[config.mk]
export PLATFORM = sky130hd
export DESIGN_NAME = order_tracker
export DESIGN_NICKNAME = d
export VERILOG_FILES = /design/src/rtl/otrk_pkg.sv /design/src/rtl/otrk_occupancy.sv /design/src/rtl/otrk_slot.sv /design/src/rtl/order_tracker.sv
export SDC_FILE = /design/constraint.sdc
export NUM_CORES = 1
export LEC_CHECK = 0
export CAP_MARGIN = 25
export CORE_UTILIZATION = 31
export DETAILED_ROUTE_END_ITERATION = 6
export PLACE_DENSITY_LB_ADDON = 0.15
export REMOVE_ABC_BUFFERS = 1
export SKIP_CTS_REPAIR_TIMING = 1
export SLEW_MARGIN = 20
export SYNTH_ARGS = -nofsm -noshare
export SYNTH_HDL_FRONTEND = slang
export SYNTH_HIERARCHICAL = 1
export SYNTH_SLANG_ARGS = --single-unit
[constraint.sdc]
create_clock -name clk -period 9 [get_ports clk]
set_clock_uncertainty 0.2 [all_clocks]
set_input_delay 1.8 -clock clk [delete_from_list [all_inputs] [get_ports clk]]
set_output_delay 1.8 -clock clk [all_outputs]
set_load 0.01 [all_outputs]
[src/rtl/otrk_pkg.sv]
package otrk_pkg;

    typedef enum logic {
        DIR_RD = 1'b0,
        DIR_WR = 1'b1
    } dir_e;

    localparam int unsigned DEF_NUM_IDS  = 4;
    localparam int unsigned DEF_QDEPTH   = 4;
    localparam int unsigned DEF_NUM_TAGS = 8;

    // width of an index over n items, never zero
    function automatic int unsigned idx_w(input int unsigned n);
        return (n > 1) ? $clog2(n) : 1;
    endfunction

    // width of a count reaching n inclusive
    function automatic int unsigned cnt_w(input int unsigned n);
        return $clog2(n + 1);
    endfunction

endpackage

[src/rtl/otrk_occupancy.sv]
module otrk_occupancy #(
    parameter int unsigned NUM_TAGS = 8,
    parameter int unsigned NUM_Q    = 8,
    parameter int unsigned QW       = 3,
    parameter int unsigned OCC_W    = 3
) (
    input  logic [NUM_TAGS-1:0] slot_valid,
    input  logic [QW-1:0]       slot_queue [NUM_TAGS],
    output logic [OCC_W-1:0]    occ        [NUM_Q]
);

    for (genvar q = 0; q < NUM_Q; q++) begin : g_queue
        always_comb begin
            occ[q] = '0;
            for (int t = 0; t < NUM_TAGS; t++) begin
                if (slot_valid[t] && (slot_queue[t] == QW'(q)))
                    occ[q] = occ[q] + OCC_W'(1);
            end
        end
    end

endmodule

[src/rtl/otrk_slot.sv]
module otrk_slot #(
    parameter int unsigned QW    = 3,
    parameter int unsigned POS_W = 2
) (
    input  logic             clk,
    input  logic             rst,
    input  logic             reg_hit,
    input  logic [QW-1:0]    reg_queue,
    input  logic [POS_W-1:0] reg_pos,
    input  logic             rel_hit,
    input  logic             rel_any,
    input  logic [QW-1:0]    rel_queue,
    input  logic [POS_W-1:0] rel_pos,
    output logic             valid,
    output logic [QW-1:0]    queue,
    output logic [POS_W-1:0] pos,
    output logic             at_head
);

    logic moves_up;

    // an entry behind the released one in the same queue moves one place forward
    assign moves_up = valid && rel_any && !rel_hit &&
                      (rel_queue == queue) && (pos > rel_pos);

    always_ff @(posedge clk) begin
        if (rst) begin
            valid <= 1'b0;
            queue <= '0;
            pos   <= '0;
        end else if (reg_hit) begin
            valid <= 1'b1;
            queue <= reg_queue;
            pos   <= reg_pos;
        end else if (rel_hit) begin
            valid <= 1'b0;
            pos   <= '0;
        end else if (moves_up) begin
            pos <= pos - POS_W'(1);
        end
    end

    assign at_head = valid && (pos == '0);

endmodule

[src/rtl/order_tracker.sv]
module order_tracker
    import otrk_pkg::*;
#(
    parameter int unsigned NUM_IDS  = DEF_NUM_IDS,
    parameter int unsigned QDEPTH   = DEF_QDEPTH,
    parameter int unsigned NUM_TAGS = DEF_NUM_TAGS,
    localparam int unsigned ID_W    = idx_w(NUM_IDS),
    localparam int unsigned TAG_W   = idx_w(NUM_TAGS)
) (
    input  logic                clk,
    input  logic                rst,
    input  logic                reg_valid,
    output logic                reg_ready,
    input  logic [ID_W-1:0]     reg_id,
    input  logic                reg_write,
    input  logic [TAG_W-1:0]    reg_tag,
    input  logic                rel_valid,
    input  logic [TAG_W-1:0]    rel_tag,
    output logic [NUM_TAGS-1:0] hold,
    output logic                rel_err,
    output logic                dup_err
);

    localparam int unsigned QW    = ID_W + 1;
    localparam int unsigned NUM_Q = 2 ** QW;
    localparam int unsigned POS_W = idx_w(QDEPTH);
    localparam int unsigned OCC_W = cnt_w(QDEPTH);

    logic [NUM_TAGS-1:0] slot_valid;
    logic [QW-1:0]       slot_queue [NUM_TAGS];
    logic [POS_W-1:0]    slot_pos   [NUM_TAGS];
    logic [NUM_TAGS-1:0] slot_head;
    logic [OCC_W-1:0]    occ        [NUM_Q];

    logic [QW-1:0]    q_in;
    logic [OCC_W-1:0] occ_in;
    logic             tag_busy;
    logic             reg_fire;
    logic             rel_ok;
    logic [QW-1:0]    rel_q;
    logic [POS_W-1:0] rel_p;
    logic             rel_same_q;
    logic [POS_W-1:0] new_pos;
    dir_e             dir_in;

    otrk_occupancy #(
        .NUM_TAGS (NUM_TAGS),
        .NUM_Q    (NUM_Q),
        .QW       (QW),
        .OCC_W    (OCC_W)
    ) u_occ (
        .slot_valid (slot_valid),
        .slot_queue (slot_queue),
        .occ        (occ)
    );

    // queue index: order ID in the upper bits, direction in the lowest bit
    assign dir_in     = dir_e'(reg_write);
    assign q_in       = {reg_id, dir_in};
    assign occ_in     = occ[q_in];
    assign reg_ready  = (occ_in < OCC_W'(QDEPTH));
    assign tag_busy   = slot_valid[reg_tag];
    assign reg_fire   = reg_valid && reg_ready && !tag_busy;

    assign rel_ok     = rel_valid && slot_valid[rel_tag];
    assign rel_q      = slot_queue[rel_tag];
    assign rel_p      = slot_pos[rel_tag];
    assign rel_same_q = rel_ok && (rel_q == q_in);

    // the new entry lands behind every entry that survives this cycle
    assign new_pos    = POS_W'(occ_in - (rel_same_q ? OCC_W'(1) : OCC_W'(0)));

    for (genvar t = 0; t < NUM_TAGS; t++) begin : g_slot
        otrk_slot #(
            .QW    (QW),
            .POS_W (POS_W)
        ) u_slot (
            .clk       (clk),
            .rst       (rst),
            .reg_hit   (reg_fire && (reg_tag == TAG_W'(t))),
            .reg_queue (q_in),
            .reg_pos   (new_pos),
            .rel_hit   (rel_ok && (rel_tag == TAG_W'(t))),
            .rel_any   (rel_ok),
            .rel_queue (rel_q),
            .rel_pos   (rel_p),
            .valid     (slot_valid[t]),
            .queue     (slot_queue[t]),
            .pos       (slot_pos[t]),
            .at_head   (slot_head[t])
        );
    end

    assign hold = ~slot_head;

    always_ff @(posedge clk) begin
        if (rst) begin
            rel_err <= 1'b0;
            dup_err <= 1'b0;
        end else begin
            rel_err <= rel_valid && !slot_valid[rel_tag];
            dup_err <= reg_valid && reg_ready && tag_busy;
        end
    end

endmodule

# After elaboration in Yosys (flattened, before gate mapping)
# Cells that the tools add are included.
[word_totals]
regBits = 50
in_bits = 13
out_inout_bits = 11
word_cells = 474
[op_classes]
n_mux = 118
n_bitwise = 3
addsub = 65
magnitude_cmp = 13
n_reduce_logical = 170
eq_ne = 79
[ops]
columns = ["op", "count"]
rows = [
  ["two-way mux 3 bit", 60],
  ["adder 3 x 1 -> 3 bit, second input constant", 48],
  ["logical AND 1 bit", 126],
  ["== test 3 bit, second input constant", 40],
  ["== test 3 x 2 -> 1 bit, second input constant", 20],
  ["two-way mux 2 bit", 26],
  ["== test 3 x 1 -> 1 bit, second input constant", 10],
  ["zero test 3 bit", 10],
  ["== test 3 bit", 9],
  ["two-way mux 1 bit", 27],
  ["nonzero test 3 bit", 8],
  ["binary-select mux 3 bit (select 3 bit)", 2],
  ["adder 1 x 1 -> 2 bit, second input constant", 8],
  ["greater-than comparator 2 bit", 8],
  ["zero test 2 bit", 8],
  ["nonzero test 2 bit", 8],
  ["subtractor 2 x 1 -> 2 bit, second input constant", 8],
  ["zero test 1 bit", 10],
  ["greater-or-equal comparator 4 bit, second input constant", 2],
  ["< comparator 3 x 4 -> 1 bit, second input constant", 2],
  ["NOT 3 -> 4 bit", 2],
  ["NOT 8 bit", 1],
  ["binary-select mux 1 bit (select 3 bit)", 2],
  ["binary-select mux 2 bit (select 3 bit)", 1],
  ["2 further kinds", 2],
]

# Longest topological paths before layout
# Gate-level depths: netlist of the first run.
[logic_depth]
depth_word = 25
depth_mapped = 32
depth_no_buf = 31

# Hierarchy
# The synthesis of the first run kept the hierarchy.
[modules_own_cells]
columns = ["mod", "seq_area_each_um2", "n_inst", "cells_per_inst", "area_each_um2"]
rows = [
  ["otrk_occupancy", 0.0, 1, 593, 4369.2],
  ["otrk_slot", 120.1, 8, 47, 406.6],
  ["order_tracker", 40.0, 1, 114, 1041.0],
]

# Worst setup path before layout of the first run
# Ideal clock, no wire load.
[synth_timing]
path_kind = "register to output"
start = "register g_slot[1].u_slot.valid"
end = "output reg_ready"
path_slack_ns = 2.043
n_path_buf = 0
arrival_time_ns = 4.957
stages_incl_launch_ff = 22
required_time_ns = 7.000
cell_sequence = "dfxtp_1 nor2b_1 nand2_1 inv_1 ha_1 xnor2_4 inv_1 ha_1 xnor3_1 o22ai_1 a211oi_1 or3_4 ha_1 mux2_4 ha_1 nand2_1 xor2_1 xnor2_1 xnor2_1 xnor2_1 mux4_2 mux2i_4"
[synth_lines]
columns = ["element", "line_no", "rtl"]
rows = [
  ["start: declaration", "otrk_slot.sv:14", "output logic valid,"],
  ["start signal: assignment", "otrk_slot.sv:28", "valid <= 1'b0;"],
  ["start signal: assignment", "otrk_slot.sv:32", "valid <= 1'b1;"],
  ["start signal: assignment", "otrk_slot.sv:36", "valid <= 1'b0;"],
  ["end: declaration", "order_tracker.sv:13", "output logic reg_ready,"],
]

==> results.md, run 1 <==
- CTS tree: built
- Total GRT Usage: 0.180
- Die ar.: ~29000 sq um
- Worst-Skew Late Latency: 0.30 ns
- Top-area cell type share of the netlist area: 0.126
- Grt total ovfl: 0
- Area delta synth->final: 7.65%
- CTS max path bufs: 2
- Critical path class: register to primary output
- Worst Path Arrival: between 6 and 7 ns
- Die X-Extent: ~170 um
- Largest family of logic cells by synthesized area: simple AND/OR/NAND/NOR gates
- H-tree levels: 2
- Main synth FF type: dfxtp_1
- CP required: 7.00 ns
- Fraction of layout cells with a size suffix above 1: 0.114
- Dpl ws: between 1 and 1.5 ns
- Initial antenna violation count: 1
- Setup_tns: 0 ns
- FP Rows: 60
- Crit path max-delay family: XOR/XNOR gates
- Pint: about 0.40 mW
- Syn Inst Count: 1083
- Rel. slew slack: 0.323
- Count of different cell masters after synthesis: 81
- Final Max Tran Viols: 0
- Routed Wire Length: roughly 25000 um
- Clock network fraction of total power: 0.339
- Worst setup EP type: primary output
- Post-Synth Simple-Gate Area: 0.286
- Reg clk slew, reported paths: around 0.070 ns
- Synth area leaders: ha_1 (13%), dfxtp_1 (12%), xnor2_1 (10%)
- Seq cells post-synth: 50
- Setup crit start: g_slot[0].u_slot/valid
- Post-Synth XOR/XNOR Area: 0.158
- Placer Congestion: about 0.86
- DRT iter0 DRCs: approximately 380
- Total core area: between 20000 and 30000 sq um
- Register area share after synthesis: 0.116
- Vias/cell: around 5
- Combinational fraction of design power: 0.259
- Height of the die: 169 um
- Initial core utilization: 0.319
- Max-capacitance violation count: 0
- Total clock sinks: 50
- Setup violations, final: 0
- Slowest cell on the critical path: clkdlybuf4s50_1
- CP startpoint kind: register
- CTS Root Cell: clkbuf_16
- Async set or reset register ratio after synthesis: 0
- P_sw: slightly above 0.2 mW
- Port bufs: 23
- Peak supply drop: ~0.000078 V
- Worst setup margin: about 0.66 ns
- Wire length per cell: roughly 17 um
- Worst path most repeated cell: ha_1
- Post-synth EDFFs: 0
- Final period util: 0.927
- Synth area leader: ha_1
- Adder-cell share of the synthesized area: 0.126
- Ordered list of cells on the worst path: nand2b_1, nor2_1, ha_1, xnor2_4, inv_1, ha_1, xnor3_1, o22ai_1, a211oi_1, or3_4, ha_1, mux2_4, ha_1, nand2_1, xor2_1, xnor2_1, xnor2_1, xnor2_1, mux4_2, mux2i_4, clkdlybuf4s50_1
- Mean post-synth cell area: approximately 8 sq um
- R2R Path Start: g_slot[0].u_slot/valid
- Mux share of post-synthesis cell area: 0.131
- Fillers: a little under 3000
- Power per standard cell area: ~64 nW/um^2
- Static Leak: ~3.8 nW
- Clock buffer count from CTS: 5
- Largest net degree at the start of global routing: between 60 and 70
- Max incr delay on CP: 0.59 ns
- Synth Area in Compound Gates: 0.106
- DRT Pass-1 Iters: 5
- I/O pins: 24
- Hpwl dp: approximately 19000 um
- Unrepaired setup endpoints after global routing: false
- First-pass GRT wire length: 40400 um
- Status: complete, no violations
- Critical-path maximum fanout: 9
- Hold path startpoint: g_slot[6].u_slot/pos[0]
- Worst-Margin Slew: 1.01 ns
- Fin nets: approximately 1200
- Final Hold Viols: 0
- Mapped Area: approximately 8700 sq um
- DRC violations left: 0
- Number of global-route vias before repair: roughly 7200
- Final antenna-violating net count: 0
- Post-layout min period: 8.34 ns
- Seq pwr share: 0.402
- Detailed-route via count: 7383
- Fmax: 120 MHz
- Hold crit path type: register to register
- Worst path buffer plus inverter count: 2
- Sw frac: 0.337
- Yosys warnings: 6
[power by group through the flow]
stage / registers [mW] / logic, mW / clock network [mW]
6_report: 0.241 / 0.155 / 0.203
5_1_grt: 0.242 / 0.172 / 0.220
4_1_cts: 0.241 / 0.156 / 0.212
3_5_place_dp: 0.246 / 0.156 / 0
3_3_place_gp: 0.246 / 0.155 / 0
2_1_floorplan: 0.242 / 0.101 / 0
[area by class of cell]
class,instances,area (sq um),area share
timing repair buffer,42,368,0.0394
sequential,50,1000,0.107
antenna,1,2.50,0.000268
multi-input combinational,889,7000,0.750
clock buffer,5,125,0.0134
clock inverter,3,22.5,0.00241
tap,372,465,0.0499
inverter,92,345,0.0370
[tightest hold or removal path: cells and delay by family (launching register included)]
family           cells  cell delay [ns]
and+or+nand+nor      2             0.13
DFF                  1             0.33
[final timing paths]
check / slack, ns / cells after the start / to
min: 0.31 / 2 / g_slot[6].u_slot/pos[0]
max reg2reg: 1.68 / 26 / g_slot[5].u_slot/pos[1]
min reg2reg: 0.31 / 2 / g_slot[6].u_slot/pos[0]
max: 0.66 / 21 / reg_ready
[cell usage after synthesis (14+ instances only)]
| cell type | number |
|---|---|
| buf_2 | 20 |
| o21ai_0 | 15 |
| a21oi_1 | 32 |
| clkbuf_1 | 14 |
| inv_1 | 92 |
| nor3_1 | 21 |
| xnor2_1 | 100 |
| mux2i_1 | 50 |
| dfxtp_1 | 50 |
| ha_1 | 87 |
| nand4_1 | 16 |
| a31oi_1 | 15 |
| nor2_1 | 117 |
| nor2b_1 | 21 |
| nand2b_1 | 16 |
| xor2_1 | 17 |
| nand3_1 | 39 |
| nand2_1 | 116 |
| and2_1 | 14 |
[through the flow]
stage | hold slack [ns] | total power, mW | util | cells | cell area [sq um]
after global routing | 0.333 | 0.634 | 0.343 | 1453 | 9320
after detailed placement | 0.301 | 0.402 | 0.338 | 1445 | 9180
after global placement | 0.299 | 0.401 | 0.338 | 1445 | 9180
after CTS | 0.311 | 0.609 | 0.343 | 1453 | 9320
after floorplan | 0.272 | 0.342 | - | 1031 | 8340
final | 0.310 | 0.600 | 0.343 | 1454 | 9330
[flip-flops by register name, indices dropped and copies added, names as in the netlist]
| signal | cells |
|---|---|
| g_slot.u_slot/valid | 8 |
| dup_err | 1 |
| g_slot.u_slot/queue | 24 |
| g_slot.u_slot/pos | 16 |
| rel_err | 1 |
[cells in the final DEF, fill, tap and decap left out, types with 5 or more instances in the layout]
cell             instances
and3_1                   6
and4_1                   6
and2_1                  14
nor2_1                 117
o21ai_2                  8
o211ai_1                 6
clkdlybuf4s50_1         22
o21ai_0                 15
nand4b_1                 7
nor2b_1                 21
a31oi_1                 15
or2_1                    8
nand2_1                116
xor2_1                  17
inv_1                   92
ha_1                    87
mux4_2                  10
mux2i_1                 50
xnor2_2                 11
dfxtp_1                 50
a21oi_1                 32
nand2b_1                16
nor4bb_1                 5
nand3_1                 39
a211oi_1                 9
xnor2_1                100
mux2_2                  11
buf_4                   19
clkbuf_16                5
o2111ai_2                8
nand4_1                 16
o22ai_1                  5
and3b_1                 10
mux2_4                   9
nor3_2                  13
nor3_1                  21
[kinds of logic (layout without fill, tap and decap cells)]
| kind of cell | count (synthesis) | count (layout) |
|---|---|---|
| AOI/OAI and AO/OA | 126 | 126 |
| and+or+nand+nor | 455 | 455 |
| buffers and inverters | 144 | 142 |
| xor gates and xnor gates | 135 | 135 |
| DFF | 50 | 50 |
| adders and majority gates | 87 | 87 |
| muxes | 86 | 86 |
| other | 0 | 1 |
[routing by layer]
layer  share of wire  global-route usage
met2            0.47               0.310
met4           0.013              0.0384
met5               0                   0
met1            0.49               0.248
met3           0.030             0.00886
Note: power is estimated with default switching activity, not from simulation.
==> run 2, diff against run 1 <==
- ABC_AREA: unset -> 1
- GPL_ROUTABILITY_DRIVEN: unset -> 0
- clock period: 9 -> 9.51 ns (I/O delays scaled with it)
==> run 2 against run 1 <==
  * Synthesized cell count increased by 48%
  * Die area increased by 2.3%
  * Sequential share of layout area decreased by 0.41 points
  * Power decreased by 5.8%
  * Via count increased by 27%
  * Core utilization increased by 0.39 points
  * First-iteration DRC count increased by 37%
  * Critical path depth increased by 11
  * Cell area increased by 3.9%
  * Hold slack improved by 0.028 ns
  * Flip-flop and latch count unchanged
  * Combinational power decreased by 4%
  * Largest power group unchanged
  * Highest routed layer unchanged
==> results.md, run 2 <==
- Status: complete, no violations
- Worst path most repeated cell: nand2_1
- Height of the die: approximately 170 um
- Final period util: 0.813
- Main synth FF type: dfxtp_1
- Syn Inst Count: between 1500 and 2000
- Area delta synth->final: 9.34%
- Wire length per cell: ~14 um
- Die X-Extent: approximately 170 um
- Total clock sinks: 50
- Post-Synth Simple-Gate Area: 0.524
- Final Max Tran Viols: 0
- Die ar.: around 30000 sq um
- Total GRT Usage: 0.199
- CP required: ~7.4 ns
- Async set or reset register ratio after synthesis: 0
- Synth top cells by count: nand2_1 (547), inv_1 (251), nor2_1 (140)
- Adder-cell share of the synthesized area: 0.123
- Grt total ovfl: 0
- Setup violations, final: 0
- Worst Path Arrival: 5.63 ns
- Worst-Skew Late Latency: roughly 0.30 ns
- Clock buffer count from CTS: 5
- Critical path class: register to primary output
- Commonest non-fill, non-tap cell in the layout: nand2_1
- Unrepaired setup endpoints after global routing: false
- Seq cells post-synth: 50
- Area occupied by registers: about 1000 sq um
- Worst-Margin Slew: 0.862 ns
- Initial antenna violation count: 0
- Fraction of layout cells with a size suffix above 1: 0.129
- Synth area leaders: nand2_1 (23%), ha_1 (12%), dfxtp_1 (11%)
- Largest net degree at the start of global routing: 22
- Peak supply drop: roughly 0.000065 V
- CTS tree: built
- Fin nets: about 1700
- ANT cells: 0
- Yosys warnings: 6
- Final Hold Viols: 0
- Total core area: approximately 28000 sq um
- Mean post-synth cell area: about 5.5 sq um
- First-pass GRT wire length: between 40000 and 50000 um
- Most flops, register: g_slot.u_slot/queue
- Reg clk slew, reported paths: 0.07 ns
- Critical-path maximum fanout: 7
- Hpwl dp: about 23000 um
- CTS max path bufs: 2
- Rel. slew slack: 0.423
- CP startpoint kind: register
- Most common cell in the synthesized netlist: nand2_1
- Multi-input logic area: 6740 sq um
- DRT iter0 DRCs: 520
- Largest family of logic cells by synthesized area: simple AND/OR/NAND/NOR gates
- Biggest regs: g_slot.u_slot/queue (24), g_slot.u_slot/pos (16), g_slot.u_slot/valid (8)
- Number of global-route vias before repair: roughly 9000
- Synth area leader: nand2_1
- Routed Wire Length: 27900 um
- Max FFs per register: 24
- Power per standard cell area: 58.3 nW/um^2
- FP Rows: just over 60
- Register area share after synthesis: 0.113
- I/O pins: 24
- CTS Root Cell: clkbuf_16
- H-tree levels: 2
- Commonest cells after routing, fill and taps aside: nand2_1 (547), inv_1 (251), nor2_1 (140), nand3_1 (136), ha_1 (87)
- Post-layout min period: 7.73 ns
- Pwr Total: 0.565 mW
- Post-Synth XOR/XNOR Area: 0.0326
- Vias/cell: between 4 and 5
- Count of different cell masters after synthesis: 41
- Worst setup EP type: primary output
- Synth Area in Compound Gates: 0.0804
- Register-to-register setup slack: between 3 and 4 ns
- Detailed-route via count: roughly 9400
- Max-capacitance violation count: 0
- Top-area cell type share of the netlist area: 0.232
- Port bufs: 23
- DRT Pass-1 Iters: 7
- Initial core utilization: 0.317
- Fmax: roughly 130 MHz
- Mux share of post-synthesis cell area: 0
- DRC violations left: 0
- Post-synth EDFFs: 0
- Static Leak: 5.05 nW
- Fillers: 3177
- Setup_tns: 0 ns
- Final antenna-violating net count: 0
- Mapped Area: 8870 sq um
- Max incr delay on CP: between 0.5 and 0.6 ns
- Slowest cell on the critical path: clkdlybuf4s50_1
- Hold crit path type: register to register
run 2: final cells by class:
class                   instances  area share
well taps                     378      0.0488
inverters                     283       0.110
multi-input cells            1265       0.695
clock inverters                 1    0.000516
repair buffers                 28      0.0276
clock buffers                   7      0.0147
flip-flops and latches         50       0.103
run 2: where the power goes:
| part | switching (mW) | total (mW) | internal (mW) |
|---|---|---|---|
| logic | 0.0995 | 0.149 | 0.0494 |
| registers | 0.0107 | 0.226 | 0.215 |
| clock network | 0.0851 | 0.190 | 0.105 |
| total | 0.195 | 0.565 | 0.370 |
run 2: per-stage QoR:
step                      instance area, sq um  hold WS (ns)  worst slack (ns)  utilization  instances
after global placement                    9550         0.324              2.18        0.342       2004
after detailed placement                  9550         0.322              2.12        0.342       2004
after global routing                      9690         0.365              1.24        0.347       2012
final                                     9690         0.339              1.78        0.347       2012
after CTS                                 9690         0.332              1.78        0.347       2012
after floorplan                           8810         0.285              3.26            -       1598
run 2: worst max-delay path: cells and delay by family (launching register included):
kind                     cells  cell delay (ns)
adder cells (fa/ha/maj)      4             1.11
buffers and inverters        6             0.90
AO/OA/AOI/OAI                3             0.46
flip-flops                   1             0.45
XOR/XNOR                     1             0.13
AND/OR/NAND/NOR             18             2.26
run 2: worst paths after layout:
| kind | start | endpoint | depth (start not counted) |
|---|---|---|---|
| min | g_slot[6].u_slot/queue[2] | g_slot[6].u_slot/queue[2] | 2 |
| min reg2reg | g_slot[6].u_slot/queue[2] | g_slot[6].u_slot/queue[2] | 2 |
| max reg2reg | g_slot[0].u_slot/queue[0] | g_slot[7].u_slot/pos[0] | 39 |
| max | g_slot[0].u_slot/queue[0] | reg_ready | 32 |
run 2: layer usage:
metal | GRT usage | wire, um | vias to the layer above
met5 | 0 | 0 | -
met4 | 0.0637 | 772 | 0
met3 | 0.0123 | 811 | 40
met2 | 0.351 | 13000 | 161
met1 | 0.257 | 13300 | 4174
li1 | - | - | 5019
run 2: cell families (layout without fill, tap and decap cells):
| kind of cell | Yosys count | count (layout) |
|---|---|---|
| compound gates | 130 | 130 |
| xor+xnor | 30 | 30 |
| flops | 50 | 50 |
| fa+ha+maj | 87 | 87 |
| simple gates | 1018 | 1018 |
| buf+inv | 291 | 319 |
==> run 3, diff against run 2 <==
- clock period: 9.51 -> 7 ns (I/O delays scaled with it)
==> run 3 against run 2 <==
  * Flip-flop and latch count did not move
  * Die area did not move
  * Cell area rose by 1.3%
  * Critical endpoint unchanged
  * Power rose by 37%
  * First-iteration DRC count rose by 8.1%
  * Final cell count rose by 0.45%
  * Sequential share of layout area fell by 0.078 points
  * Sequential power rose by 35%
  * Non-clock buffer count rose by 9
  * Combinational power rose by 39%
==> results.md, run 3 (synthesized netlist as in run 2, its figures left out) <==
- Reg clk slew, reported paths: 0.07 ns
- Number of global-route vias before repair: around 8600
- Setup_tns: 0 ns
- Dpl ws: approximately 0.24 ns
- Worst-Skew Late Latency: 0.30 ns
- Final Hold Viols: 0
- Total core area: 27900 sq um
- Grt total ovfl: 0
- Wire length per cell: about 14 um
- Commonest non-fill, non-tap cell in the layout: nand2_1
- Area after DPL: about 9600 sq um
- Detailed-route via count: ~9400
- Final period util: 0.951
- DRT iter0 DRCs: between 500 and 600
- CTS tree: built
- CP required: roughly 5.4 ns
- Sw frac: 0.348
- Fraction of layout cells with a size suffix above 1: 0.144
- Most flops, register: g_slot.u_slot/queue
- Seq pwr share: 0.395
- Max-capacitance violation count: 0
- Biggest regs: g_slot.u_slot/queue (24), g_slot.u_slot/pos (16), g_slot.u_slot/valid (8)
- I/O pins: 24
- Fmax: approximately 150 MHz
- Fin nets: 1742
- Initial core utilization: 0.317
- CTS max path bufs: 2
- Area delta synth->final: 10.7%
- Setup violations, final: 0
- Final Max Tran Viols: 0
- Routed Wire Length: 27900 um
- CTS Root Cell: clkbuf_16
- Worst path most repeated cell: nand2_1
- Max incr delay on CP: 0.42 ns
- Power per standard cell area: 78.8 nW/um^2
- Worst setup EP type: primary output
- Critical path class: register to primary output
- Worst path buffer plus inverter count: 1
- Post-layout min period: 6.66 ns
- Post-Layout Inst Area: about 9800 sq um
- Clock buffer count from CTS: 5
- Max FFs per register: 24
- Total GRT Usage: 0.197
- Rel. slew slack: 0.402
- H-tree levels: 2
- Total clock sinks: 50
- Critical-path maximum fanout: 5
- P_sw: ~0.27 mW
- Worst-Margin Slew: 0.895 ns
- Die X-Extent: around 170 um
- Pint: around 0.50 mW
- Worst Hold Slack: approximately 0.33 ns
- Die ar.: about 29000 sq um
- Status: complete, no violations
- Worst setup margin: about 0.34 ns
- Height of the die: roughly 170 um
- Clock network fraction of total power: 0.337
- Hold crit path type: register to register
- Combinational fraction of design power: 0.268
- Commonest cells after routing, fill and taps aside: nand2_1 (546), inv_1 (251), nand3_1 (135), nor2_1 (132), ha_1 (86)
- Slowest cell on the critical path: dfxtp_1
- Static Leak: 5.10 nW
- Worst Path Arrival: roughly 5.1 ns
- Vias/cell: 4.66
- DRT Pass-1 Iters: 5
- Port bufs: 23
- Unrepaired setup endpoints after global routing: false
- Hpwl dp: approximately 23000 um
- FP Rows: between 60 and 70
- CP startpoint kind: register
- Initial antenna violation count: 0
- Final non-filler cell total: 2021
- Largest net degree at the start of global routing: 22
- Fillers: 3254
- Final antenna-violating net count: 0
- First-pass GRT wire length: approximately 45000 um
- Peak supply drop: roughly 0.000085 V
- DRC violations left: 0
- Crit path max-delay family: adder cells
- Placed insts: around 2000
- ANT cells: 0
[run 3: path summary, 6_finish.rpt]
kind | startpoint | endpoint | slack, ns | cells after the start
setup / recovery | g_slot[1].u_slot/queue[2] | reg_ready | 0.34 | 25
hold / removal | g_slot[1].u_slot/queue[1] | g_slot[1].u_slot/queue[1] | 0.33 | 2
setup reg to reg | g_slot[1].u_slot/queue[2] | g_slot[7].u_slot/pos[0] | 0.87 | 33
hold reg to reg | g_slot[1].u_slot/queue[1] | g_slot[1].u_slot/queue[1] | 0.33 | 2
[run 3: worst min-delay path, delay by kind of cell (launching register included)]
| kind | cells | cell delay, ns |
|---|---|---|
| compound gates | 1 | 0.06 |
| buf+inv | 1 | 0.07 |
| flops | 1 | 0.36 |
[run 3: per-layer routing]
| metal | routed length [um] | vias to the layer above | track usage |
|---|---|---|---|
| met3 | 830 | 28 | 0.0146 |
| met2 | 13200 | 163 | 0.349 |
| li1 | - | 5040 | - |
| met5 | 0 | - | 0 |
| met4 | 607 | 0 | 0.0509 |
| met1 | 13300 | 4192 | 0.256 |
[run 3: cell type report]
type,count,area [sq um],area share
Clock buffer,7,143,0.0145
Tap cell,378,473,0.0482
Inverter,283,1060,0.108
Timing Repair Buffer,37,338,0.0344
Clock inverter,1,5.00,0.000510
Sequential cell,50,1010,0.102
Multi-Input combinational cell,1265,6790,0.691
[run 3: power groups by stage]
stage	Combinational (mW)	Sequential (mW)	Clock (mW)
floorplan	0.133	0.308	0
detailed placement	0.205	0.312	0
finish	0.207	0.306	0.261
CTS	0.207	0.305	0.267
global placement	0.204	0.312	0
global route	0.234	0.307	0.279
[run 3: through the flow]
step                total power [mW]  utilization
floorplan                      0.440            -
global placement               0.516        0.344
detailed placement             0.518        0.344
CTS                            0.779        0.349
global route                   0.820        0.351
finish                         0.773        0.351
